[config.mk]
export PLATFORM = sky130hd
export DESIGN_NAME = pp_rx_dma
export DESIGN_NICKNAME = d
export VERILOG_FILES = /design/src/rtl/rxdma_pkg.sv /design/src/rtl/rxdma_buf.sv /design/src/rtl/rxdma_seq.sv /design/src/rtl/pp_rx_dma.sv
export SDC_FILE = /design/constraint.sdc
export NUM_CORES = 1
export LEC_CHECK = 0
export BUFFER_PORTS_ARGS = -buffer_cell sky130_fd_sc_hd__buf_4
export CORE_ASPECT_RATIO = 0.5
export CORE_MARGIN = 2
export CORE_UTILIZATION = 35
export DETAILED_ROUTE_END_ITERATION = 16
export GPL_TIMING_DRIVEN = 0
export SLEW_MARGIN = 20
export SYNTH_ARGS = -nofsm -noshare
export SYNTH_HDL_FRONTEND = slang
export SYNTH_SLANG_ARGS = --single-unit
[constraint.sdc]
create_clock -name clk -period 6.1 [get_ports clk]
set_input_delay 0.305 -clock clk [delete_from_list [all_inputs] [get_ports clk]]
set_output_delay 0.305 -clock clk [all_outputs]
set_load 0.05 [all_outputs]
[src/rtl/rxdma_pkg.sv]
package rxdma_pkg;
    localparam int RXDMA_ADDR_W = 13;
    localparam int RXDMA_LEN_W  = 13;
    localparam int RXDMA_DATA_W = 8;
    localparam int RXDMA_NBUF   = 2;
endpackage

[src/rtl/rxdma_buf.sv]
module rxdma_buf #(
    parameter int AW = rxdma_pkg::RXDMA_ADDR_W,
    parameter int LW = rxdma_pkg::RXDMA_LEN_W
) (
    input  logic          clk,
    input  logic          rst_n,
    input  logic          soft_rst,
    input  logic          ld_en,
    input  logic [AW-1:0] ld_addr,
    input  logic [LW-1:0] ld_len,
    input  logic          take,
    input  logic          tag_ovr,
    input  logic          tag_perr,
    output logic          active,
    output logic          ovr,
    output logic          perr,
    output logic          last,
    output logic [AW-1:0] wr_addr
);
    typedef struct packed {
        logic          active;
        logic [AW-1:0] start;
        logic [LW-1:0] len;
        logic [LW-1:0] cnt;
        logic          ovr;
        logic          perr;
    } bstate_t;

    bstate_t s_q, s_d;
    logic [LW-1:0] cnt_inc;

    always_comb begin
        cnt_inc = s_q.cnt + 1'b1;
        last    = s_q.active && (cnt_inc == s_q.len);
        wr_addr = s_q.start + AW'(s_q.cnt);
        s_d     = s_q;
        if (soft_rst) begin
            s_d = '0;
        end else if (ld_en) begin
            s_d.active = (ld_len != '0);
            s_d.start  = ld_addr;
            s_d.len    = ld_len;
            s_d.cnt    = '0;
            s_d.ovr    = 1'b0;
            s_d.perr   = 1'b0;
        end else if (take) begin
            s_d.cnt  = cnt_inc;
            s_d.ovr  = s_q.ovr | tag_ovr;
            s_d.perr = s_q.perr | tag_perr;
            if (last) begin
                s_d.active = 1'b0;
            end
        end
    end

    always_ff @(posedge clk or negedge rst_n) begin
        if (!rst_n) begin
            s_q <= '0;
        end else begin
            s_q <= s_d;
        end
    end

    assign active = s_q.active;
    assign ovr    = s_q.ovr;
    assign perr   = s_q.perr;


    load_arms_chk: assert property (@(posedge clk) disable iff (!rst_n)
        (ld_en && !soft_rst && ld_len != '0) |=> (active && s_q.cnt == '0 && !ovr && !perr));

    zero_len_idle_chk: assert property (@(posedge clk) disable iff (!rst_n)
        (ld_en && !soft_rst && ld_len == '0) |=> !active);

    take_when_active_chk: assert property (@(posedge clk) disable iff (!rst_n)
        take |-> active);

    done_drops_chk: assert property (@(posedge clk) disable iff (!rst_n)
        (take && last && !ld_en && !soft_rst) |=> !active);

    ovr_sets_chk: assert property (@(posedge clk) disable iff (!rst_n)
        (take && tag_ovr && !ld_en && !soft_rst) |=> ovr);

    perr_sets_chk: assert property (@(posedge clk) disable iff (!rst_n)
        (take && tag_perr && !ld_en && !soft_rst) |=> perr);

    soft_clears_chk: assert property (@(posedge clk) disable iff (!rst_n)
        soft_rst |=> (!active && !ovr && !perr));
endmodule

[src/rtl/rxdma_seq.sv]
module rxdma_seq #(
    parameter int NBUF = rxdma_pkg::RXDMA_NBUF
) (
    input  logic            clk,
    input  logic            rst_n,
    input  logic            soft_rst,
    input  logic            fifo_valid,
    input  logic [NBUF-1:0] ld_en,
    input  logic [NBUF-1:0] active,
    input  logic [NBUF-1:0] last,
    output logic            pop,
    output logic            turn,
    output logic [NBUF-1:0] take
);
    typedef struct packed {
        logic turn;
    } sstate_t;

    sstate_t s_q, s_d;

    always_comb begin
        pop = fifo_valid && active[s_q.turn] && !soft_rst && !ld_en[s_q.turn];
        s_d = s_q;
        if (soft_rst) begin
            s_d.turn = 1'b0;
        end else if (pop && last[s_q.turn]) begin
            s_d.turn = ~s_q.turn;
        end
    end

    for (genvar i = 0; i < NBUF; i++) begin : g_take
        assign take[i] = pop && (s_q.turn == 1'(i));
    end

    always_ff @(posedge clk or negedge rst_n) begin
        if (!rst_n) begin
            s_q <= '0;
        end else begin
            s_q <= s_d;
        end
    end

    assign turn = s_q.turn;


    flip_on_done_chk: assert property (@(posedge clk) disable iff (!rst_n)
        (pop && last[turn] && !soft_rst) |=> (turn != $past(turn)));

    hold_turn_chk: assert property (@(posedge clk) disable iff (!rst_n)
        (!soft_rst && !(pop && last[turn])) |=> $stable(turn));

    single_take_chk: assert property (@(posedge clk) disable iff (!rst_n)
        $onehot0(take));

    idle_no_pop_chk: assert property (@(posedge clk) disable iff (!rst_n)
        !active[turn] |-> !pop);

    soft_home_chk: assert property (@(posedge clk) disable iff (!rst_n)
        soft_rst |=> (turn == 1'b0));
endmodule

[src/rtl/pp_rx_dma.sv]
module pp_rx_dma #(
    parameter int AW = rxdma_pkg::RXDMA_ADDR_W,
    parameter int LW = rxdma_pkg::RXDMA_LEN_W,
    parameter int DW = rxdma_pkg::RXDMA_DATA_W
) (
    input  logic          clk,
    input  logic          rst_n,
    input  logic          soft_rst,
    input  logic          ld_valid,
    input  logic          ld_sel,
    input  logic [AW-1:0] ld_addr,
    input  logic [LW-1:0] ld_len,
    input  logic          fifo_valid,
    input  logic [DW-1:0] fifo_data,
    input  logic          fifo_perr,
    input  logic          fifo_ovr,
    output logic          fifo_pop,
    output logic          mem_we,
    output logic [AW-1:0] mem_addr,
    output logic [DW-1:0] mem_data,
    output logic [1:0]    buf_active,
    output logic [1:0]    buf_ovr,
    output logic [1:0]    buf_perr
);
    localparam int NBUF = 2;

    logic [NBUF-1:0] ld_en;
    logic [NBUF-1:0] take;
    logic [NBUF-1:0] last;
    logic [AW-1:0]   wr_addr [NBUF];
    logic            pop;
    logic            turn;

    for (genvar i = 0; i < NBUF; i++) begin : g_buf
        assign ld_en[i] = ld_valid && (ld_sel == 1'(i));
        rxdma_buf #(.AW(AW), .LW(LW)) u_buf (
            .clk      (clk),
            .rst_n    (rst_n),
            .soft_rst (soft_rst),
            .ld_en    (ld_en[i]),
            .ld_addr  (ld_addr),
            .ld_len   (ld_len),
            .take     (take[i]),
            .tag_ovr  (fifo_ovr),
            .tag_perr (fifo_perr),
            .active   (buf_active[i]),
            .ovr      (buf_ovr[i]),
            .perr     (buf_perr[i]),
            .last     (last[i]),
            .wr_addr  (wr_addr[i])
        );
    end

    rxdma_seq #(.NBUF(NBUF)) u_seq (
        .clk        (clk),
        .rst_n      (rst_n),
        .soft_rst   (soft_rst),
        .fifo_valid (fifo_valid),
        .ld_en      (ld_en),
        .active     (buf_active),
        .last       (last),
        .pop        (pop),
        .turn       (turn),
        .take       (take)
    );

    assign fifo_pop = pop;
    assign mem_we   = pop;
    assign mem_addr = wr_addr[turn];
    assign mem_data = fifo_data;


    load_holds_pop_chk: assert property (@(posedge clk) disable iff (!rst_n)
        (ld_valid && ld_sel == turn) |-> !fifo_pop);

    write_needs_entry_chk: assert property (@(posedge clk) disable iff (!rst_n)
        mem_we |-> fifo_valid);
endmodule

# Yosys cells after proc, flatten, opt, wreduce, memory -nomap -nowiden
# Cells that the tools add are included.
[classes] bitwise_logic=7 eq_ne=2 reduce_logical=22 magnitude_cmp=2 n_mux=25 n_addsub=4
[op_table] operator="42-bit two-way mux" count=2
[op_table] operator="15-bit two-way mux" count=4
[op_table] operator="26-bit two-way mux" count=2
[op_table] operator="13-bit two-way mux" count=3
[op_table] operator="13-bit by 1-bit adder with 13-bit output, second input constant" count=2
[op_table] operator="13-bit adder" count=2
[op_table] operator="13-bit equality test" count=2
[op_table] operator="1-bit two-way mux" count=14
[op_table] operator="13-bit nonzero test" count=1
[op_table] operator="3-bit nonzero test" count=4
[op_table] operator="1-bit logical AND" count=10
[op_table] operator="2-bit nonzero test" count=3
[op_table] operator="1-bit bitwise OR" count=4
[op_table] operator="2-bit AND reduction" count=2
[op_table] operator="2-bit >= comparator, second input constant" count=1
[op_table] operator="1-bit logical NOT" count=2
[op_table] operator="1-bit by 2-bit less-than comparator with 1-bit output, second input constant" count=1
[op_table] operator="1-bit NOT" count=2
[op_table] operator="1-bit NOT with 2-bit output" count=1
[totals] input_bits=42 reg_bits=85 output_inout_bits=29

# Depth between registers and ports, before layout
[depth] depth_word=10 ltp_mapped=10 ltp_nobuf=10

# Modules after synthesis
# Synthesis repeated with hierarchy kept, for this count alone.
[hier_totals] hier_cells=630 hier_area_um2=5936.9
[modules_own_cells] mod="rxdma_buf (g_buf[0].u_buf)" cells_per_inst=295 seq_area_each_um2=1051.0 instances=1 area_per_inst_um2=2806.4
[modules_own_cells] mod="rxdma_buf (g_buf[1].u_buf)" cells_per_inst=299 seq_area_each_um2=1051.0 instances=1 area_per_inst_um2=2755.1
[modules_own_cells] mod="pp_rx_dma" cells_per_inst=25 seq_area_each_um2=0.0 instances=1 area_per_inst_um2=275.3
[modules_own_cells] mod="rxdma_seq" cells_per_inst=11 seq_area_each_um2=25.0 instances=1 area_per_inst_um2=100.1

# Worst setup path after synthesis
# Ideal clock, no wire load.
[synth_timing] kind="register to output" from="reg g_buf[0].u_buf.s_q[2] (netlist name)" to="out mem_addr[8]" setup_slack_ns=2.888 t_arrival_ns=2.907 stages_incl_launch_ff=10 cell_sequence="dfrtp_1 > ha_1 > inv_1 > fa_1 > nand2b_1 > a21oi_1 > o22a_1 > a21oi_1 > xor2_1 > o21ai_0"
[synth_via] elab_chain_cells=4
[synth_rtl] item="from (decl)" line="rxdma_buf.sv:29" rtl="bstate_t s_q, s_d;"
[synth_rtl] item="from (signal assigned)" line="rxdma_buf.sv:58" rtl="s_q <= '0;"
[synth_rtl] item="from (signal assigned)" line="rxdma_buf.sv:60" rtl="s_q <= s_d;"
[synth_rtl] item="13-bit adder" line="rxdma_buf.sv:35" rtl="wr_addr = s_q.start + AW'(s_q.cnt);"
[synth_rtl] item="13-bit two-way mux (not written as such) (3 in a row)" line="pp_rx_dma.sv:69" rtl="assign mem_addr = wr_addr[turn];"
[synth_rtl] item="to (decl)" line="pp_rx_dma.sv:19" rtl="output logic [AW-1:0] mem_addr,"
# No other way between the ends. The select of a mux whose other input is x is not followed.

# Final worst setup path
[layout_timing] from="reg g_buf[1].u_buf.s_q[2] (netlist name)" to="out mem_addr[12]"
[layout_via] elab_chain_cells=4
[layout_rtl] item="from (decl)" line="rxdma_buf.sv:29"
[layout_rtl] item="from (signal assigned)" line="rxdma_buf.sv:58"
[layout_rtl] item="from (signal assigned)" line="rxdma_buf.sv:60"
[layout_rtl] item="13-bit adder" line="rxdma_buf.sv:35"
[layout_rtl] item="13-bit two-way mux (not written as such) (3 in a row)" line="pp_rx_dma.sv:69"
# No other way between the ends. The select of a mux whose other input is x is not followed.

==> metrics.csv <==
stage,metric,value,unit
power_and_ir_drop,peakVddDrop,0.140,mV
setup_path,cp-start-kind,flop,
logic_synthesis,synth_sequential_area_ratio,39.3,%
power_and_ir_drop,finalPower,1.35,mW
setup_path,worstPathMaxFanout,7,
setup_path,worst_path_max_delay_cell,dfrtp_1,
logic_synthesis,synthDistinctLibCells,58,
die,die_span_in_y,91.9,µm
detailed_routing,drt_first_pass_iters,5,
clocking,cts_resized,0,
placement,final_weighted_congestion_in_routability_driven_placement,0.849,
timing,timing_hold_violations_final,0,
timing,setup-tns-final,0,ns
hold_path,hold_class,in2async,
clocking,cts_max_level,3,
detailed_routing,routed_wire_length_per_instance,18.4,µm
logic_synthesis,synthesis.yosys.warnings,0,
clocking,cts_tree,built,
detailed_routing,route.detailed.drc,0,
detailed_routing,antenna_violating_nets_post_route,0,
global_route,global_route_met2_usage,30.1,%
logic_synthesis,postSynthNetCount,630,
die,placementRows,32,
finish,layout.cells.most_common,dfrtp_1,
die,start_util,35.4,%
setup_path,crit_arrival,3.23,ns
finish,net_count_final,702,
clocking,cts-buffers-inserted,9,
run,max-cap-violations,0,
status,status,"complete, no violations",
clocking,post_cts_repair_setup_buffers,0,
finish,layout_common_cells,"85 x dfrtp_1, 76 x buf_4, 54 x a22o_1",
die,chipWidth,180,µm
setup_path,maximum_cell_stage_delay_along_the_critical_path,0.47,ns
finish,n_antenna_cell,0,
logic_synthesis,postSynth.topFlopCell,dfrtp_1,
detailed_routing,detail_route.wirelength,15400,µm
power_and_ir_drop,pwr_cell_area,209,mW/mm²
global_route,grt_busiest_layer,met2,
setup_path,startpoint_to_endpoint_class_of_the_critical_path,reg2out,
logic_synthesis,summed_instance_area_of_the_synthesized_netlist,0.00541,mm²
logic_synthesis,yosys-top-cells-area,"dfrtp_1 39%, a22o_1 8.7%, ha_1 6.0%",
logic_synthesis,syn-instance-count,560,
global_route,grt.overflow.total,0,
logic_synthesis,synthesis.area_per_instance,9.66,µm²
logic_synthesis,yosysTopAreaCellShare,39.3,%
finish,area_growth_syn_to_layout,19.1,%
clocking,total_of_hold_buffers_inserted_after_clock_tree_synthesis,0,
placement,dp_hpwl,11700,µm
clocking,clk_latency,0.34,ns
detailed_routing,drt_iter0_drc,274,
global_route,grt_max_degree,86,
timing,timing.fmax,283,MHz
clocking,cts-root-buf,clkbuf_16,
global_route,grt_first_pass_wirelength,24300,µm
detailed_routing,num_vias,4618,
timing,worst-slew-pin-transition,0.876,ns
timing,rsz0062_at_grt,false,
clocking,clk_path_buf_depth,2,
global_route,met3_track_demand_over_resource_in_global_routing,3.81,%
global_route,initial_antenna_violation_count,0,
global_route,gr-usage-met1,26.4,%
timing,period_minus_slack,3.53,ns
timing,finalMaxSlewViolations,0,
finish,layout-drive-gt1-share,17.1,%
logic_synthesis,synth_enable_flop_cells,0,
logic_synthesis,synth-async-reset-ratio,100,%
logic_synthesis,synth_register_bits,85,
logic_synthesis,post-synth-top-area-cell,dfrtp_1,
setup_path,end_kind,output port,
die,design.core.area,0.0153,mm²
clocking,number_of_sinks_handled_by_clock_tree_synthesis,85,
global_route,vias_in_the_first_global_route,4387,
setup_path,cp_cell_sequence,"ha_1, inv_1, fa_1, nor2b_1, o31a_1, o22a_1, a41o_1, o41ai_1, xnor2_1, a21oi_1, buf_4",
timing,post-route-period-util,57.9,%
die,dieArea,0.0165,mm²
detailed_routing,route.detailed.vias_per_inst,5.49,
die,ios,71,
power_and_ir_drop,p_leak,3.04,nW
timing,final-setup-viol-count,0,
global_route,track_usage,18.8,%
timing,max_slew_margin,41.6,%
timing,worst_clk_skew,0.00711,ns
setup_path,worst_ep_required_time,5.79,ns
clocking,cts.clk_slew.worst_paths,0.06,ns
placement,count_of_input_and_output_buffers,61,
[power by group]
group / switching [mW] / internal, mW / leakage, nW
Clock: 0.223 / 0.349 / 0.158
Sequential: 0.0154 / 0.581 / 1.17
Combinational: 0.109 / 0.0675 / 1.72
[final cells by class]
type	instances	area, µm²
clock inverters	4	45.0
plain buffers	42	230
fillers	1473	8810
flip-flops and latches	85	2130
clock buffers	12	267
well taps	204	255
multi-input cells	425	3030
inverters	8	30.0
repair buffers	61	462
[kinds of logic (layout without fill, tap and decap cells)]
family / Yosys count / in the layout / share of synthesized area [%]
AO/OA/AOI/OAI: 179 / 179 / 23.4
AND/OR/NAND/NOR: 157 / 157 / 15.3
flip-flops: 85 / 85 / 39.3
XOR/XNOR: 54 / 54 / 9.02
buffers and inverters: 50 / 127 / 4.81
adder cells (fa/ha/maj): 28 / 28 / 6.76
multiplexers: 7 / 7 / 1.34
[synth_stat cells, types with 5 or more instances]
cell      number
a211oi_1       6
a21o_1         5
a21oi_1       22
a22o_1        54
and2_1         7
and3_1         8
buf_4         16
clkbuf_1      21
dfrtp_1       85
ha_1          26
inv_1          8
mux2i_1        5
nand2_1       32
nand2b_1       9
nand3_1        9
nand4_1       10
nor2_1        37
nor2b_1       12
nor3_1         7
nor4_1         5
o21ai_0       48
o31ai_1       13
o41ai_1        5
or3_1          6
xnor2_1       33
xor2_1        20
[critical path, delay by kind of cell (launching register included)]
kind,cells,cell delay [ns]
compound gates,5,1.36
flops,1,0.47
simple gates,1,0.07
fa+ha+maj,2,0.48
buf+inv,2,0.29
xor+xnor,1,0.20
[final timing paths]
kind	start	cells after the start	slack, ns	to
min in group clk	ld_addr[1]	3	0.20	g_buf[1].u_buf.s_q[29]$_DFFE_PN0P_
setup reg to reg	g_buf[0].u_buf.s_q[2]$_DFFE_PN0P_	8	3.17	g_buf[0].u_buf.active$_DFFE_PN0P_
hold / removal	rst_n	1	0.001	g_buf[1].u_buf.s_q[22]$_DFFE_PN0P_
hold reg to reg	g_buf[0].u_buf.ovr$_DFFE_PN0P_	1	0.50	g_buf[0].u_buf.ovr$_DFFE_PN0P_
max in group asynchronous	rst_n	1	5.54	g_buf[0].u_buf.s_q[19]$_DFFE_PN0P_
setup / recovery	g_buf[1].u_buf.s_q[2]$_DFFE_PN0P_	11	2.57	mem_addr[12]
[per-stage QoR]
stage / std cells / util, % / cell area, µm² / setup WS [ns] / hold WS, ns
global placement: 825 / 40.1 / 6120 / 3.04 / 0.486
global route: 841 / 42.2 / 6440 / 2.37 / 0.0869
detailed placement: 825 / 40.1 / 6120 / 3.01 / 0.488
floorplan: 560 / - / 5410 / 2.89 / 0.00941
CTS: 841 / 42.2 / 6430 / 2.59 / 0.195
finish: 841 / 42.2 / 6440 / 2.57 / 0.00143
[state kept, by name, summed over array words and instances, names as in the netlist]
signal / flops
g_buf.u_buf.ovr: 2
g_buf.u_buf.perr: 2
g_buf.u_buf.s_q: 78
g_buf.u_buf.active: 2
u_seq.turn: 1
[metal layers]
metal  up-vias  wire length, µm  share of wire, %
met5         -                0                 0
met4         0              139              0.90
met3        11              586               3.8
met2        92             6920                45
met1      2303             7790                50
li1       2212                -                 -
No activity file was read; power rests on OpenSTA's default activity.
